$ cat config.mk
export PLATFORM = sky130hd
export DESIGN_NAME = spi_readout
export DESIGN_NICKNAME = d
export VERILOG_FILES = /design/src/rtl/spi_ro_pkg.sv /design/src/rtl/spi_ro_sync.sv /design/src/rtl/spi_ro_shifter.sv /design/src/rtl/spi_ro_cmd.sv /design/src/rtl/spi_readout.sv
export SDC_FILE = /design/constraint.sdc
export NUM_CORES = 1
export LEC_CHECK = 0
export ABC_CLOCK_PERIOD_IN_PS = 4700
export CORE_MARGIN = 4
export CORE_UTILIZATION = 40
export DETAILED_ROUTE_END_ITERATION = 8
export PLACE_DENSITY = 0.56
export RECOVER_POWER = 100
export SETUP_SLACK_MARGIN = 0.3
export SYNTH_ARGS = -nofsm -noshare
export SYNTH_HDL_FRONTEND = slang
export SYNTH_SLANG_ARGS = --single-unit
export TNS_END_PERCENT = 20
$ cat constraint.sdc
create_clock -name clk_i -period 4.7 [get_ports clk_i]
set_clock_uncertainty 0.15 [all_clocks]
set_input_delay 0.94 -clock clk_i [delete_from_list [all_inputs] [get_ports clk_i]]
set_output_delay 0.94 -clock clk_i [all_outputs]
set_load 0.01 [all_outputs]
$ cat src/rtl/spi_ro_pkg.sv
`timescale 1ns/1ps
package spi_ro_pkg;
  localparam int unsigned WORD_W       = 24;
  localparam int unsigned CMD_W        = 8;
  localparam int unsigned SYNC_STAGES  = 2;
  localparam int unsigned CS_MIN_HIGH  = 6;
  localparam int unsigned DECODE_CLKS  = 4;
  localparam int unsigned TOUT_LONG_W  = 16;
  localparam int unsigned TOUT_SHORT_W = 14;

  // bit positions inside the synchronized pin vector
  typedef enum int unsigned {
    PIN_CHAIN = 0,
    PIN_DIN   = 1,
    PIN_CS    = 2,
    PIN_SCLK  = 3
  } pin_idx_e;
endpackage

$ cat src/rtl/spi_ro_sync.sv
`timescale 1ns/1ps
module spi_ro_sync #(
  parameter int unsigned W       = 4,
  parameter int unsigned STAGES  = 2,
  parameter logic [W-1:0] RST_VAL = '0
) (
  input  logic         clk_i,
  input  logic         rst_ni,
  input  logic [W-1:0] d_i,
  output logic [W-1:0] q_o
);
  logic [W-1:0] stg_q [STAGES];

  for (genvar g = 0; g < STAGES; g++) begin : g_stage
    if (g == 0) begin : g_first
      always_ff @(posedge clk_i or negedge rst_ni)
        if (!rst_ni) stg_q[g] <= RST_VAL;
        else         stg_q[g] <= d_i;
    end else begin : g_next
      always_ff @(posedge clk_i or negedge rst_ni)
        if (!rst_ni) stg_q[g] <= RST_VAL;
        else         stg_q[g] <= stg_q[g-1];
    end
  end

  assign q_o = stg_q[STAGES-1];
endmodule

$ cat src/rtl/spi_ro_shifter.sv
`timescale 1ns/1ps
module spi_ro_shifter #(
  parameter int unsigned W = 24
) (
  input  logic         clk_i,
  input  logic         rst_ni,
  input  logic         clr_i,
  input  logic         load_i,
  input  logic [W-1:0] data_i,
  input  logic         fall_i,
  input  logic         rise_i,
  input  logic         chain_i,
  output logic         msb_o
);
  logic [W-1:0] sh_q;
  logic         pend_q;   // a falling edge was seen since the last shift
  logic         chain_q;

  always_ff @(posedge clk_i or negedge rst_ni) begin
    if (!rst_ni) begin
      sh_q    <= '0;
      pend_q  <= 1'b0;
      chain_q <= 1'b0;
    end else if (clr_i) begin
      sh_q    <= '0;
      pend_q  <= 1'b0;
    end else if (load_i) begin
      sh_q    <= data_i;
      pend_q  <= 1'b0;
    end else if (fall_i) begin
      chain_q <= chain_i;
      pend_q  <= 1'b1;
    end else if (rise_i && pend_q) begin
      sh_q    <= {sh_q[W-2:0], chain_q};
      pend_q  <= 1'b0;
    end
  end

  assign msb_o = sh_q[W-1];
endmodule

$ cat src/rtl/spi_ro_cmd.sv
`timescale 1ns/1ps
module spi_ro_cmd #(
  parameter int unsigned CMD_W  = 8,
  parameter int unsigned DECODE = 4
) (
  input  logic             clk_i,
  input  logic             rst_ni,
  input  logic             clr_i,
  input  logic             fall_i,
  input  logic             din_i,
  output logic [CMD_W-1:0] cmd_o,
  output logic             cmd_valid_o
);
  localparam int unsigned CNT_W = $clog2(CMD_W + 1);
  localparam int unsigned DEC_W = $clog2(DECODE + 1);
  localparam logic [CNT_W-1:0] CNT_FULL = CNT_W'(CMD_W);
  localparam logic [CNT_W-1:0] CNT_LAST = CNT_W'(CMD_W - 1);
  localparam logic [DEC_W-1:0] DEC_LOAD = DEC_W'(DECODE);
  localparam logic [DEC_W-1:0] DEC_ONE  = DEC_W'(1);

  logic [CMD_W-1:0] sh_q;
  logic [CNT_W-1:0] cnt_q;
  logic [DEC_W-1:0] dec_q;

  always_ff @(posedge clk_i or negedge rst_ni) begin
    if (!rst_ni) begin
      sh_q        <= '0;
      cnt_q       <= '0;
      dec_q       <= '0;
      cmd_o       <= '0;
      cmd_valid_o <= 1'b0;
    end else begin
      cmd_valid_o <= 1'b0;
      if (dec_q != '0) begin
        dec_q <= dec_q - DEC_ONE;
        if (dec_q == DEC_ONE) begin
          cmd_o       <= sh_q;
          cmd_valid_o <= 1'b1;
        end
      end
      if (clr_i) begin
        cnt_q <= '0;
        dec_q <= '0;
      end else if (fall_i && cnt_q != CNT_FULL) begin
        sh_q  <= {sh_q[CMD_W-2:0], din_i};
        cnt_q <= cnt_q + CNT_W'(1);
        if (cnt_q == CNT_LAST) dec_q <= DEC_LOAD;
      end
    end
  end
endmodule

$ cat src/rtl/spi_readout.sv
`timescale 1ns/1ps
module spi_readout
  import spi_ro_pkg::*;
#(
  parameter int unsigned DATA_W    = WORD_W,
  parameter int unsigned CMD_BITS  = CMD_W,
  parameter int unsigned SYNC_N    = SYNC_STAGES,
  parameter int unsigned CS_MIN    = CS_MIN_HIGH,
  parameter int unsigned DECODE    = DECODE_CLKS,
  parameter int unsigned TOUT_LW   = TOUT_LONG_W,
  parameter int unsigned TOUT_SW   = TOUT_SHORT_W
) (
  input  logic                clk_i,
  input  logic                rst_ni,
  input  logic                sclk_i,
  input  logic                cs_ni,
  input  logic                din_i,
  input  logic                chain_i,
  input  logic                tout_short_i,
  input  logic [DATA_W-1:0]   conv_data_i,
  input  logic                conv_valid_i,
  output logic                drdy_no,
  output logic                dout_o,
  output logic                dout_oe_o,
  output logic [CMD_BITS-1:0] cmd_o,
  output logic                cmd_valid_o
);
  localparam int unsigned CSC_W = $clog2(CS_MIN + 1);
  localparam logic [CSC_W-1:0] CS_END = CSC_W'(CS_MIN - 1);
  localparam logic [TOUT_LW-1:0] LIM_LONG  = {TOUT_LW{1'b1}};
  localparam logic [TOUT_LW-1:0] LIM_SHORT = TOUT_LW'((1 << TOUT_SW) - 1);

  logic [3:0] pins_s;
  logic sclk_s, cs_s, din_s, chain_s;
  logic sclk_q, cs_q;
  logic sclk_rise, sclk_fall, cs_fall, activity;
  logic active_q, start, end_xfer, tout_hit, clr;
  logic [CSC_W-1:0]   cs_hi_q;
  logic [TOUT_LW-1:0] idle_q, idle_lim;
  logic [DATA_W-1:0]  word_q;

  spi_ro_sync #(.W(4), .STAGES(SYNC_N), .RST_VAL(4'b0100)) i_sync (
    .clk_i (clk_i),
    .rst_ni(rst_ni),
    .d_i   ({sclk_i, cs_ni, din_i, chain_i}),
    .q_o   (pins_s)
  );

  assign sclk_s  = pins_s[PIN_SCLK];
  assign cs_s    = pins_s[PIN_CS];
  assign din_s   = pins_s[PIN_DIN];
  assign chain_s = pins_s[PIN_CHAIN];

  always_ff @(posedge clk_i or negedge rst_ni)
    if (!rst_ni) begin
      sclk_q <= 1'b0;
      cs_q   <= 1'b1;
    end else begin
      sclk_q <= sclk_s;
      cs_q   <= cs_s;
    end

  assign sclk_rise = sclk_s & ~sclk_q;
  assign sclk_fall = ~sclk_s & sclk_q;
  assign cs_fall   = cs_q & ~cs_s;
  assign activity  = sclk_rise | sclk_fall | (cs_s ^ cs_q);

  // transfer framing: CS must stay high CS_MIN clocks to end a transfer
  assign start    = cs_fall & ~active_q;
  assign end_xfer = active_q & cs_s & (cs_hi_q == CS_END);
  assign idle_lim = tout_short_i ? LIM_SHORT : LIM_LONG;
  assign tout_hit = active_q & ~activity & (idle_q == idle_lim);
  assign clr      = end_xfer | tout_hit;

  always_ff @(posedge clk_i or negedge rst_ni) begin
    if (!rst_ni) begin
      active_q <= 1'b0;
      cs_hi_q  <= '0;
      idle_q   <= '0;
    end else begin
      if (start)    active_q <= 1'b1;
      else if (clr) active_q <= 1'b0;

      if (!active_q || !cs_s || clr) cs_hi_q <= '0;
      else                           cs_hi_q <= cs_hi_q + CSC_W'(1);

      if (!active_q || activity || clr) idle_q <= '0;
      else                              idle_q <= idle_q + TOUT_LW'(1);
    end
  end

  always_ff @(posedge clk_i or negedge rst_ni) begin
    if (!rst_ni) begin
      word_q  <= '0;
      drdy_no <= 1'b1;
    end else begin
      if (conv_valid_i) begin
        word_q  <= conv_data_i;
        drdy_no <= 1'b0;
      end else if (start) begin
        drdy_no <= 1'b1;
      end
    end
  end

  spi_ro_shifter #(.W(DATA_W)) i_shift (
    .clk_i  (clk_i),
    .rst_ni (rst_ni),
    .clr_i  (clr),
    .load_i (start),
    .data_i (word_q),
    .fall_i (sclk_fall & active_q),
    .rise_i (sclk_rise & active_q),
    .chain_i(chain_s),
    .msb_o  (dout_o)
  );

  spi_ro_cmd #(.CMD_W(CMD_BITS), .DECODE(DECODE)) i_cmd (
    .clk_i      (clk_i),
    .rst_ni     (rst_ni),
    .clr_i      (start | clr),
    .fall_i     (sclk_fall & active_q),
    .din_i      (din_s),
    .cmd_o      (cmd_o),
    .cmd_valid_o(cmd_valid_o)
  );

  assign dout_oe_o = ~cs_s;
endmodule

### Yosys cells after proc, flatten, opt, wreduce, memory -nomap -nowiden

Index checks and enable logic that the tools add are counted.

* equality and inequality tests: 6
* reduce and logical (&&, ||, !) cells: 18
* bitwise operators: 23
* multiplexer cells: 23
* add/sub/neg operators: 4

Operator list (count)
* 24-bit 2-to-1 mux: 4
* 16-bit 2-to-1 mux: 2
* 16-bit by 1-bit adder with 16-bit output (second input constant): 1
* 16-bit == test: 1
* 3-bit 2-to-1 mux: 5
* 1-bit bitwise AND: 10
* 1-bit 2-to-1 mux: 10
* 4-bit 2-to-1 mux: 2
* 1-bit inverter: 8
* 2-bit AND reduction: 3
* 2-bit nonzero test: 3
* 3-bit nonzero test: 2
* 4-bit by 1-bit adder with 4-bit output (second input constant): 1
* 4-bit by 3-bit == test with 1-bit output (second input constant): 1
* 1-bit logical OR: 4
* 4-bit inequality test (second input constant): 1
* 1-bit OR: 4
* 4-bit nonzero test: 1
* 3-bit by 1-bit adder with 3-bit output (second input constant): 1
* 3-bit by 1-bit == test with 1-bit output (second input constant): 1
* 3-bit == test (second input constant): 1
* 3-bit inequality test (second input constant): 1
* 3-bit AND reduction: 1
* 3-bit by 1-bit subtractor with 3-bit output (second input constant): 1
* 3 further kinds: 5

* bits in registers: 105
* output and inout bits: 12
* logic and storage cells: 91

### Depth between registers and ports, before layout

Gate-level depths: netlist (run 1).

* word-level depth: 11
* depth in mapped cells: 8

### By module

Synthesis (run 1) repeated with hierarchy kept, for this count alone.

* cells, all modules: 368
* area total of the unflattened synthesis: 4835.9 sq um

Modules (own cells, without submodules)
* spi_readout: area each 2055.7 sq um, seq. area each 1178.6 sq um, cells an instance 162, times used 1
* spi_ro_shifter: area each 1466.4 sq um, seq. area each 650.6 sq um, cells an instance 114, times used 1
* spi_ro_cmd: area each 1081.0 sq um, seq. area each 600.6 sq um, cells an instance 80, times used 1
* spi_ro_sync: area each 232.7 sq um, seq. area each 202.7 sq um, cells an instance 12, times used 1

### Worst setup path before layout (run 1)

No wires, ideal clock.

* path kind: input -> register
* from: input port tout_short_i
* to: register i_cmd.sh_q[0]
* setup time: 0.125 ns
* data arrival time: 2.105 ns
* required time: 4.425 ns
* path slack: 2.320 ns
* stages on the path: 4
* buffers on the path: 0
* cells stage by stage: and3b_1 o211a_4 a211oi_4 mux2_2

* longest elaborated chain between the ends: 7

Ends and longest elaborated chain
* start: declaration: line spi_readout.sv:19 `input logic tout_short_i,`
* 16-bit 2-to-1 mux: line spi_readout.sv:71 `assign idle_lim = tout_short_i ? LIM_SHORT : LIM_LONG;`
* 16-bit == test: line spi_readout.sv:72 `assign tout_hit = active_q & ~activity & (idle_q == idle_lim);`
* 1-bit bitwise AND: line spi_readout.sv:72
* 1-bit OR: line spi_readout.sv:73 `assign clr = end_xfer | tout_hit;`
* 1-bit OR: line spi_readout.sv:121 `.clr_i (start | clr),`
* 1-bit inverter (no source line)
* 2-bit AND reduction (no source line)
* end signal: assignment: line spi_ro_cmd.sv:45 `sh_q <= {sh_q[CMD_W-2:0], din_i};`
* end: declaration: line spi_ro_cmd.sv:21 `logic [CMD_W-1:0] sh_q;`

No other way between the ends.
A chain may end at the register's enable or synchronous reset.

### Worst setup path after layout (run 1)

* from: input port tout_short_i
* to: register i_cmd.dec_q[0]

* longest elaborated chain between the ends: 6

Ends and longest elaborated chain
* 16-bit 2-to-1 mux: line spi_readout.sv:71
* 16-bit == test: line spi_readout.sv:72
* 1-bit bitwise AND: line spi_readout.sv:72
* 1-bit OR: line spi_readout.sv:73
* 1-bit OR: line spi_readout.sv:121
* 3-bit 2-to-1 mux: line spi_ro_cmd.sv:41 `if (clr_i) begin`
* end signal: assignment: line spi_ro_cmd.sv:35 `dec_q <= dec_q - DEC_ONE;`
* end: declaration: line spi_ro_cmd.sv:23 `logic [DEC_W-1:0] dec_q;`

No other way between the ends.

==> results of run 1 <==
## Yosys cell counts, types with 2 or more instances
master | number | area share
a211oi_1 | 25 | 0.041
a21oi_1 | 2 | 0.0022
and2_1 | 2 | 0.0027
and3_1 | 2 | 0.0027
and4_1 | 4 | 0.0077
buf_1 | 2 | 0.0016
buf_2 | 6 | 0.0066
buf_4 | 5 | 0.0082
clkbuf_1 | 7 | 0.0058
dfrtp_1 | 101 | 0.55
dfstp_2 | 4 | 0.023
ha_1 | 11 | 0.030
inv_1 | 12 | 0.0099
mux2_2 | 41 | 0.10
mux2i_1 | 27 | 0.059
nand2_1 | 9 | 0.0074
nand3_1 | 6 | 0.0066
nand4_1 | 8 | 0.011
nor2_1 | 44 | 0.036
nor2b_1 | 3 | 0.0041
nor3_1 | 10 | 0.011
o21ai_0 | 2 | 0.0022
xnor2_1 | 6 | 0.012
xor2_1 | 11 | 0.021
## cells by family (layout without fill, tap and decap cells)
family                     count (synthesis)  in the layout
buffers and inverters                     32             76
muxes                                     68             68
AOI/OAI and AO/OA                         38             38
adders and majority gates                 11             11
xor gates and xnor gates                  17             17
and+or+nand+nor                           95             95
DFF                                      105            105
## metrics by stage
step           cells  power (mW)
5_1_grt          550        2.91
3_5_place_dp     535        1.98
2_1_floorplan    366        1.74
3_3_place_gp     535        1.95
4_1_cts          550        2.78
6_report         550        2.71
## layout by cell type, fill, tap and decap left out, types with 2 or more instances in the layout
master and instances:
nand2_1 9, and4_1 4, clkbuf_16 9, bufinv_16 2
nor2_1 44, a21oi_1 2, inv_1 12, buf_4 3
xnor2_1 6, mux2i_1 27, nand3_1 6, nor3_1 10
dfrtp_1 101, xor2_1 11, nor2b_1 2, nand4_1 8
dlygate4sd3_1 18, dfstp_2 3, o21ai_0 2, ha_1 11
mux2_2 41, and3_1 2, a211oi_1 26, clkbuf_1 5
clkdlybuf4s50_1 24
## worst paths after layout
kind / end / slack [ns] / depth (start not counted)
min reg2reg: i_sync.q_o[0]$_DFF_PN0_ / 0.20 / 0
max in group asynchronous: word_q[5]$_DFFE_PN0P_ / 1.54 / 2
min in group asynchronous: i_cmd.sh_q[5]$_DFFE_PN0P_ / 1.02 / 1
max: i_cmd.dec_q[0]$_DFF_PN0_ / 1.27 / 6
max reg2reg: i_cmd.dec_q[0]$_DFF_PN0_ / 1.54 / 7
min: i_sync.q_o[0]$_DFF_PN0_ / 0.20 / 0
## worst max-delay path, delay by kind of cell
kind	cells	cell delay (ns)
AO/OA/AOI/OAI	2	0.36
AND/OR/NAND/NOR	2	0.35
buffers and inverters	2	1.77
## sequential cells by signal, indices dropped and copies added (netlist names), 3 cells and up
register,flops
i_shift.sh_q,24
word_q,24
idle_q,16
i_cmd.cmd_o,8
i_cmd.sh_q,8
i_cmd.cnt_q,4
i_sync.q_o,4
i_sync.stg_q,4
cs_hi_q,3
i_cmd.dec_q,3
## routing by layer
layer,vias up,global-route usage
met3,8,0.0437
met4,0,0.0329
li1,1375,-
met2,41,0.201
met1,1327,0.190
met5,-,0
## layout make-up
type | instances | share of cell area
clock buffer | 12 | 0.0457
timing repair buffer | 49 | 0.0851
multi-input combinational | 229 | 0.328
inverter | 12 | 0.00835
clock inverter | 3 | 0.0121
sequential | 105 | 0.488
tap | 140 | 0.0325
## report_power, final
group / total, mW / internal (mW) / switching, mW
Clock: 0.786 / 0.478 / 0.308
Sequential: 1.27 / 1.13 / 0.137
Combinational: 0.654 / 0.356 / 0.298
Total: 2.71 / 1.97 / 0.742
==> summary.txt, run 1 <==
Clocking
  • CTS Sinks: 105
  • Clk root buf: clkbuf_16
  • CTS tree: built
  • Post-CTS Resized: 0
  • Longest Clk Path Bufs: 2
  • # hold bufs at CTS: 0
  • H-tree levels: 3
  • Post-CTS Setup Inserts: 0
  • Clk slew on worst S/H paths: 0.07 ns
  • CTS Buf Count: 9
  • Clock Latency Late Sink: 0.34 ns

Routing
  • Top routing layer in use: met4
  • Met2 wire length: 3.66 mm
  • Vias: 2751
  • Routed Antenna Nets: 0
  • Pre-antenna DRT Iters: 4
  • Routed wire length: 8.07 mm
  • Met3 wire len: 352 um
  • Routed met1 length: 3.96 mm
  • DRC Markers: 0
  • Vias per cell: 5.00
  • Starting DRT DRC Count: 101
  • DR WL/cell: 14.7 um

Critical path
  • Setup CP Type: in2reg
  • CP max-delay cell: clkbuf_1
  • Worst r2r src: i_sync.q_o[2]$_DFF_PN1_
  • CP max FO: 36
  • Slowest stage delay, CP: 1.23 ns
  • Crit-path cells: dlygate4sd3_1 > nor3b_1 > o211a_1 > a21o_1 > clkbuf_1 > nor3_1
  • CP arrival: 3.43 ns
  • WP data required: 4.70 ns
  • Setup crit end kind: register
  • Crit path launch type: input pin
  • Crit path from: tout_short_i

Die
  • Io pins: 44
  • Core area: 11000 um2
  • Cell Rows: 38
  • Die W: 115 um
  • Initial Util: 0.414
  • Die Area: 13200 um2
  • Die height: 115 um

Pwr
  • Peak supply drop: 0.000427 V
  • Pwr Density: 503 nW/um2
  • P_leak: 2.25 nW

Global routing
  • Aggregate global routing overflow: 0
  • First-pass GRT wire length: 14.2 mm
  • Initial antenna violation count: 0
  • GRT Overall Usage: 0.135
  • Largest net degree at the start of global routing: 49
  • Vias in the first global route: 2869

Yosys
  • Cells after Synth: 366
  • Syn Area/Cell: 12.5 um2
  • Main synth FF type: dfrtp_1
  • Yosys cell types: 40
  • Sequential-to-total area share from yosys stat: 0.576
  • Number of synthesized flops with an enable pin: 0
  • XOR/XNOR share of the synthesized area: 0.0326
  • Post-synthesis mux area share: 0.160
  • Post-Synth Adder-Cell Area: 0.0301
  • Synth Area in Simple Gates: 0.101
  • Area fraction in compound gates after synthesis: 0.0682
  • Largest family of logic cells by synthesized area: multiplexers
  • Syn_nets: 409
  • Post-synthesis cell area: 4570 um2
  • Async set or reset register ratio after synthesis: 1.00
  • #FFs+latches synth: 105
  • Synth Warn #: 0

Final layout
  • Final net count: 449
  • ANT cells: 0
  • Final Cell Area: 5390 um2
  • Layout cells sized above 1: 0.156
  • FF/Latch Area: 2630 um2
  • FILL cells: 1029
  • Syn-to-layout area delta: 18.1%
  • Util after Layout: 0.489
  • Multi-input gate area: 1770 um2

Timing
  • Final Max Tran Viols: 101
  • RSZ-0062 raised after global routing: false
  • Hold_ws: 0.198 ns
  • Final setup margin: 1.27 ns
  • Slew HR: -0.332
  • Worst-Margin Slew: 2.00 ns
  • Final setup viols: 0
  • Tmin final: 3.43 ns
  • Final TNS setup: 0 ns
  • Post-route clock period utilization: 0.730
  • Final hold vios: 0
  • Peak Freq: 0.292 GHz

Placed design
  • GP Congestion: 0.758
  • Placed inst area: 5120 um2
  • Setup slack at placement: 1.68 ns
  • IO buf count: 43
  • DP Wirelength: 5.31 mm

Flow run
  • Max cap viols: 3

Status
  • Violations in the final reports: max-capacitance violations, max-slew violations
  • Status: complete, but fails checks

Hold path
  • Worst hold path class: reg2reg
  • Hold_sp: i_sync.stg_q[4]$_DFF_PN0_
No activity file was read; power rests on OpenSTA's default activity.
==> run 2: changes to the inputs <==
ABC_CLOCK_PERIOD_IN_PS = 3300   (was 4700)
clock period = 3.3 ns   (was 4.7 ns; I/O delays follow)
==> run 2 against run 1 <==
Clock power rose by 37%. Largest power group unchanged. Core utilization rose by 0.15 points. Wire length fell by 0.43%. First-iteration DRC count rose by 0.99%. Critical endpoint is now word_q[21]$_DFFE_PN0P_. Design area rose by 0.30%. The run still ends with max-capacitance violations, max-slew violations left. Final cell count did not move.
==> summary.txt, run 2 (synthesis results as in run 1) <==
Final layout
  • Layout cells sized above 1: 0.168 (was 0.156)
  • FILL cells: 1008 (was 1029)
  • FF/Latch Area: 2630 um2 (unchanged)
  • Commonest non-fill, non-tap cells in the layout: 101 x dfrtp_1, 44 x nor2_1, 41 x mux2_2, 27 x mux2i_1 (was 101 x dfrtp_1, 44 x nor2_1, 41 x mux2_2, 27 x mux2i_1, 26 x a211oi_1)
  • Syn-to-layout area delta: 18.4% (was 18.1%)
  • Final Cell Area: 5410 um2 (was 5390 um2)
  • Biggest regs: i_shift.sh_q x24, word_q x24, idle_q x16 (unchanged)
  • ANT cells: 0 (unchanged)
  • Multi-input gate area: 1780 um2 (was 1770 um2)
  • Final net count: 448 (was 449)
  • Commonest non-fill, non-tap cell in the layout: dfrtp_1 (unchanged)

Critical path
  • Buf+Inv Stages, Crit Path: 2 (unchanged)
  • CP max-delay cell: clkbuf_1 (unchanged)
  • Crit. path cell count: 3 (was 6)
  • Worst r2r dst: i_shift.sh_q[10]$_DFFE_PN0P_ (was i_cmd.dec_q[0]$_DFF_PN0_)
  • Worst R2R Path Depth: 7 (unchanged)
  • Worst r2r src: i_sync.q_o[2]$_DFF_PN1_ (unchanged)
  • WP data required: 3.38 ns (was 4.70 ns)
  • Setup crit end kind: register (unchanged)
  • Setup CP Type: in2reg (unchanged)
  • R2r setup slk: 0.70 ns (was 1.54 ns)
  • CP arrival: 2.82 ns (was 3.43 ns)
  • Crit-path leading delay family: buffers and inverters (unchanged)
  • CP max FO: 25 (was 36)
  • Slowest stage delay, CP: 1.19 ns (was 1.23 ns)
  • Crit path launch type: input pin (unchanged)
  • Crit-path cells: dlygate4sd3_1 > clkbuf_1 > mux2_2 (was dlygate4sd3_1 > nor3b_1 > o211a_1 > a21o_1 > clkbuf_1 > nor3_1)

Timing
  • Post-route clock period utilization: 0.832
  • Peak Freq: 0.364 GHz
  • Worst-Margin Slew: 1.65 ns (was 2.00 ns)
  • Final hold vios: 0 (unchanged)
  • Final TNS setup: 0 ns (unchanged)
  • RSZ-0062 raised after global routing: false (unchanged)
  • Tmin final: 2.75 ns
  • Final Max Tran Viols: 88 (was 101)
  • Slew HR: -0.0992 (was -0.332)
  • Final setup viols: 0 (unchanged)

Global routing
  • First-pass GRT wire length: 14.2 mm (about the same)
  • Largest net degree at the start of global routing: 63 (was 49)
  • Initial antenna violation count: 0 (unchanged)
  • GRT Overall Usage: 0.136 (was 0.135)
  • Vias in the first global route: 2864 (was 2869)
  • Aggregate global routing overflow: 0 (unchanged)

Die
  • Core area: 11000 um2 (unchanged)
  • Cell Rows: 38 (unchanged)
  • Die W: 115 um (unchanged)
  • Io pins: 44 (unchanged)
  • Die Area: 13200 um2 (unchanged)
  • Die height: 115 um (unchanged)
  • Initial Util: 0.414 (unchanged)

Routing
  • Vias: 2823 (was 2751)
  • Routed Antenna Nets: 0 (unchanged)
  • Routed wire length: 8.04 mm (was 8.07 mm)
  • Vias per cell: 5.13 (was 5.00)
  • DR WL/cell: 14.6 um (was 14.7 um)
  • Pre-antenna DRT Iters: 4 (unchanged)
  • DRC Markers: 0 (unchanged)
  • Starting DRT DRC Count: 102 (was 101)

Placed design
  • DP Wirelength: 5.24 mm (was 5.31 mm)
  • Placed inst area: 5130 um2 (was 5120 um2)
  • IO buf count: 43 (unchanged)
  • GP Congestion: 0.700 (was 0.758)

Pwr
  • Pwr Density: 709 nW/um2 (was 503 nW/um2)
  • Peak supply drop: 0.000409 V (was 0.000427 V)
  • P_leak: 2.26 nW (was 2.25 nW)

Clocking
  • Clk root buf: clkbuf_16 (unchanged)
  • Post-CTS Setup Inserts: 0 (unchanged)
  • CTS tree: built (unchanged)
  • # hold bufs at CTS: 0 (unchanged)
  • CTS Sinks: 105 (unchanged)
  • CTS Buf Count: 9 (unchanged)
  • Clk slew on worst S/H paths: 0.07 ns (about the same)
  • H-tree levels: 3 (unchanged)
  • Clock Latency Late Sink: 0.34 ns (about the same)
  • Post-CTS Resized: 0 (unchanged)
  • Longest Clk Path Bufs: 2 (unchanged)

Status
  • Status: complete, but fails checks (unchanged)
  • Violations in the final reports: max-capacitance violations, max-slew violations (unchanged)

Hold path
  • Worst hold path class: reg2reg (unchanged)
  • Hold_sp: i_sync.stg_q[4]$_DFF_PN0_ (unchanged)
  • WHS Path Cells: 0 (unchanged)
  • Hold Crit Endpoint: i_sync.q_o[0]$_DFF_PN0_ (unchanged)

Flow run
  • Max cap viols: 2 (was 3)
[run 2: routing by layer]
metal,vias to the layer above,global-route usage,routed length [um]
met1,1404,0.187,3910
met4,0,0.0376,70
li1,1366,-,-
met5,-,0,0
met2,44,0.206,3670
met3,9,0.0468,388
[run 2: layout make-up]
| class | count | area share |
|---|---|---|
| Clock inverter | 6 | 0.0123 |
| Clock buffer | 10 | 0.0442 |
| Sequential cell | 105 | 0.487 |
| Multi-Input combinational cell | 229 | 0.330 |
| Timing Repair Buffer | 48 | 0.0867 |
| Tap cell | 140 | 0.0324 |
| Inverter | 12 | 0.00833 |
[run 2: worst max-delay path by stage]
stage                                  startpoint                        end  slack (ns)
after detailed placement             tout_short_i  i_cmd.sh_q[0]$_DFFE_PN0P_        0.57
after CTS                 i_sync.q_o[2]$_DFF_PN1_  i_cmd.sh_q[0]$_DFFE_PN0P_        0.91
after floorplan           i_sync.q_o[2]$_DFF_PN1_  i_cmd.sh_q[0]$_DFFE_PN0P_        1.04
final                                conv_valid_i     word_q[21]$_DFFE_PN0P_        0.55
after global routing                 conv_valid_i     word_q[21]$_DFFE_PN0P_        0.47
after global placement               tout_short_i  i_cmd.sh_q[0]$_DFFE_PN0P_        0.62
[run 2: metrics by stage]
step	power, mW	instances	utilization	hold WS [ns]	setup WS (ns)
2_1_floorplan	2.48	366	-	0.181	1.04
3_3_place_gp	2.79	534	0.465	0.182	0.617
3_5_place_dp	2.83	534	0.465	0.186	0.570
4_1_cts	3.93	550	0.493	0.202	0.911
5_1_grt	4.12	550	0.490	0.203	0.467
6_report	3.84	550	0.490	0.198	0.554
[run 2: worst reg2reg max path, delay by kind of cell (launching register included)]
kind	cells	cell delay, ns
buffers and inverters	2	0.54
AND/OR/NAND/NOR	1	0.20
AO/OA/AOI/OAI	3	0.76
adder cells (fa/ha/maj)	1	0.28
flip-flops	1	0.55
[run 2: where the power goes]
part / leakage (nW) / internal (mW) / switching, mW
combinational: 0.871 / 0.510 / 0.426
clock: 0.153 / 0.612 / 0.471
sequential: 1.24 / 1.62 / 0.202
==> run 3: changes to the inputs <==
ABC_CLOCK_PERIOD_IN_PS = 2400   (was 3300)
PLACE_DENSITY = 0.58   (was 0.56)
clock period = 2.4 ns   (was 3.3 ns; I/O delays follow)
==> run 3 against run 2 <==
The run now ends clean. Highest routed layer unchanged. Sequential power rose by 38%. Largest cell class unchanged. Critical path depth rose by 4. Setup slack lost 0.34 ns. Total power increased by 42%. Clock-buffer cell count unchanged. Global-route usage fell by 0.23 points. Worst hold slack better by 0.0025 ns. Sequential cell count is the same. Design area is 2.7% higher. Sequential share of layout area is 1.3 points lower.
==> summary.txt, run 3 (synthesis results as in run 1) <==
Critical path
  • CP max FO: 8 (was 25)
  • CP arrival: 2.26 ns (was 2.82 ns)
  • Setup crit end kind: register (unchanged)
  • WP data required: 2.48 ns (was 3.38 ns)
  • Slowest stage delay, CP: 0.53 ns (was 1.19 ns)
  • Setup CP Type: reg2reg (was in2reg)
  • Crit-path leading delay family: flip-flops (was buffers and inverters)
  • Crit path launch type: register (was input pin)
  • Crit-path cells: inv_1 > ha_1 > and4_1 > o211a_4 > a211oi_4 > buf_12 > mux2_4 (was dlygate4sd3_1 > clkbuf_1 > mux2_2)
  • Crit path from: i_sync.q_o[2]$_DFF_PN1_ (was conv_valid_i)
  • CP max-delay cell: dfstp_1 (was clkbuf_1)
  • Worst r2r src: i_sync.q_o[2]$_DFF_PN1_ (unchanged)
  • Buf+Inv Stages, Crit Path: 2 (unchanged)

Hold path
  • Worst hold path class: reg2reg (unchanged)
  • Hold_sp: i_sync.stg_q[7]$_DFF_PN0_ (was i_sync.stg_q[4]$_DFF_PN0_)

Routing
  • Pre-antenna DRT Iters: 4 (unchanged)
  • Vias: 2800 (was 2823)
  • DRC Markers: 0 (unchanged)
  • Routed wire length: 7.95 mm (was 8.04 mm)
  • DR WL/cell: 14.3 um (was 14.6 um)
  • Routed Antenna Nets: 0 (unchanged)
  • Starting DRT DRC Count: 142 (was 102)
  • Vias per cell: 5.05 (was 5.13)

Pwr
  • Logic gate share of total power: 0.251 (was 0.244)
  • Switching share of total power: 0.280 (was 0.287)
  • Clock power share: 0.290 (was 0.282)
  • Int Pwr: 3.93 mW (was 2.74 mW)
  • Flop pwr share: 0.459 (was 0.474)
  • Peak supply drop: 0.000741 V (was 0.000409 V)
  • Pwr Density: 983 nW/um2 (was 709 nW/um2)
  • Total power: 5.46 mW (was 3.84 mW)
  • P_leak: 2.32 nW (was 2.26 nW)
  • Sw power: 1.53 mW (was 1.10 mW)

Timing
  • Slew HR: 0.231 (was -0.0992)
  • RSZ-0062 raised after global routing: true (was false)
  • Post-route clock period utilization: 0.910
  • Peak Freq: 0.458 GHz
  • Final TNS setup: 0 ns (unchanged)
  • Final hold vios: 0 (unchanged)
  • Final Max Tran Viols: 0 (was 88)
  • Worst-Margin Slew: 1.15 ns (was 1.65 ns)
  • Tmin final: 2.18 ns
  • Final setup margin: 0.216 ns (was 0.554 ns)
  • Final setup viols: 0 (unchanged)

Die
  • Initial Util: 0.414 (unchanged)
  • Core area: 11000 um2 (unchanged)
  • Die height: 115 um (unchanged)
  • Cell Rows: 38 (unchanged)
  • Io pins: 44 (unchanged)
  • Die W: 115 um (unchanged)
  • Die Area: 13200 um2 (unchanged)

Final layout
  • Post-Layout Cell Count: 555 (was 550)
  • Commonest non-fill, non-tap cells in the layout: 101 x dfrtp_1, 42 x nor2_1, 33 x mux2_2, 27 x mux2i_1 (was 101 x dfrtp_1, 44 x nor2_1, 41 x mux2_2, 27 x mux2i_1)
  • Util after Layout: 0.504 (was 0.490)
  • ANT cells: 0 (unchanged)
  • Final net count: 453 (was 448)
  • Layout cells sized above 1: 0.186 (was 0.168)
  • Commonest non-fill, non-tap cell in the layout: dfrtp_1 (unchanged)
  • Syn-to-layout area delta: 21.6% (was 18.4%)
  • Biggest regs: i_shift.sh_q x24, word_q x24, idle_q x16 (unchanged)

Clocking
  • CTS tree: built (unchanged)
  • Clock Latency Late Sink: 0.34 ns (about the same)
  • CTS Buf Count: 9 (unchanged)
  • Clk root buf: clkbuf_16 (unchanged)
  • H-tree levels: 3 (unchanged)
  • CTS Sinks: 105 (unchanged)
  • Longest Clk Path Bufs: 2 (unchanged)
  • # hold bufs at CTS: 0 (unchanged)
  • Clk slew on worst S/H paths: 0.07 ns (about the same)

Placed design
  • Setup slack at placement: -0.00960 ns (was 0.570 ns)
  • Placed Cells: 538 (was 534)
  • IO buf count: 43 (unchanged)
  • DP Wirelength: 5.28 mm (was 5.24 mm)
  • GP Congestion: 0.687 (was 0.700)

Global routing
  • Aggregate global routing overflow: 0 (unchanged)
  • Largest net degree at the start of global routing: 49 (was 63)
  • Vias in the first global route: 2939 (was 2864)
  • GRT Overall Usage: 0.134 (was 0.136)
  • First-pass GRT wire length: 14.2 mm (about the same)
  • Initial antenna violation count: 0 (unchanged)

Status
  • Status: complete, no violations (was complete, but fails checks)

Flow run
  • Max cap viols: 0 (was 2)
-- run 3: cell type report --
class,count,area (um2)
Fill cell,1007,5480
Sequential cell,105,2630
Multi-Input combinational cell,229,1840
Timing Repair Buffer,53,528
Clock buffer,10,239
Tap cell,140,175
Clock inverter,6,90.1
Inverter,12,45.0
-- run 3: timing repair --
item | in CTS | in global routing
resized for setup | 1 | 3
buffers inserted | 1 | 0
pin swaps | 0 | 0
setup endpoints to repair | 26 | 37
hold endpoints to repair | 0 | 0
gates cloned | 0 | 0
-- run 3: final timing paths --
check	to	slack, ns	cells after the start
worst max-delay path	i_cmd.sh_q[3]$_DFFE_PN0P_	0.22	7
worst min-delay path	i_sync.q_o[3]$_DFF_PN0_	0.20	0
min in group asynchronous	i_cmd.sh_q[3]$_DFFE_PN0P_	0.21	1
worst min register to register	i_sync.q_o[3]$_DFF_PN0_	0.20	0
worst max register to register	i_cmd.sh_q[3]$_DFFE_PN0P_	0.22	7
max in group asynchronous	idle_q[4]$_DFF_PN0_	0.79	2
-- run 3: metal layers --
| layer | vias up | wire length, um | track usage |
|---|---|---|---|
| met1 | 1369 | 3840 | 0.179 |
| li1 | 1379 | - | - |
| met2 | 40 | 3630 | 0.210 |
| met5 | - | 0 | 0 |
| met3 | 12 | 351 | 0.0368 |
| met4 | 0 | 135 | 0.0493 |
-- run 3: through the flow --
step / cell area, um2 / hold WS, ns
finish: 5550 / 0.201
detailed placement: 5230 / 0.186
CTS: 5560 / 0.00651
floorplan: 4610 / 0.0344
global placement: 5230 / 0.185
global route: 5550 / 0.212
-- run 3: power groups by stage --
stage,clock network (mW),registers [mW],logic [mW]
5_1_grt,1.70,2.58,1.55
6_report,1.58,2.51,1.37
2_1_floorplan,0,2.50,0.974
4_1_cts,1.66,2.52,1.43
3_3_place_gp,0,2.53,1.37
3_5_place_dp,0,2.55,1.42
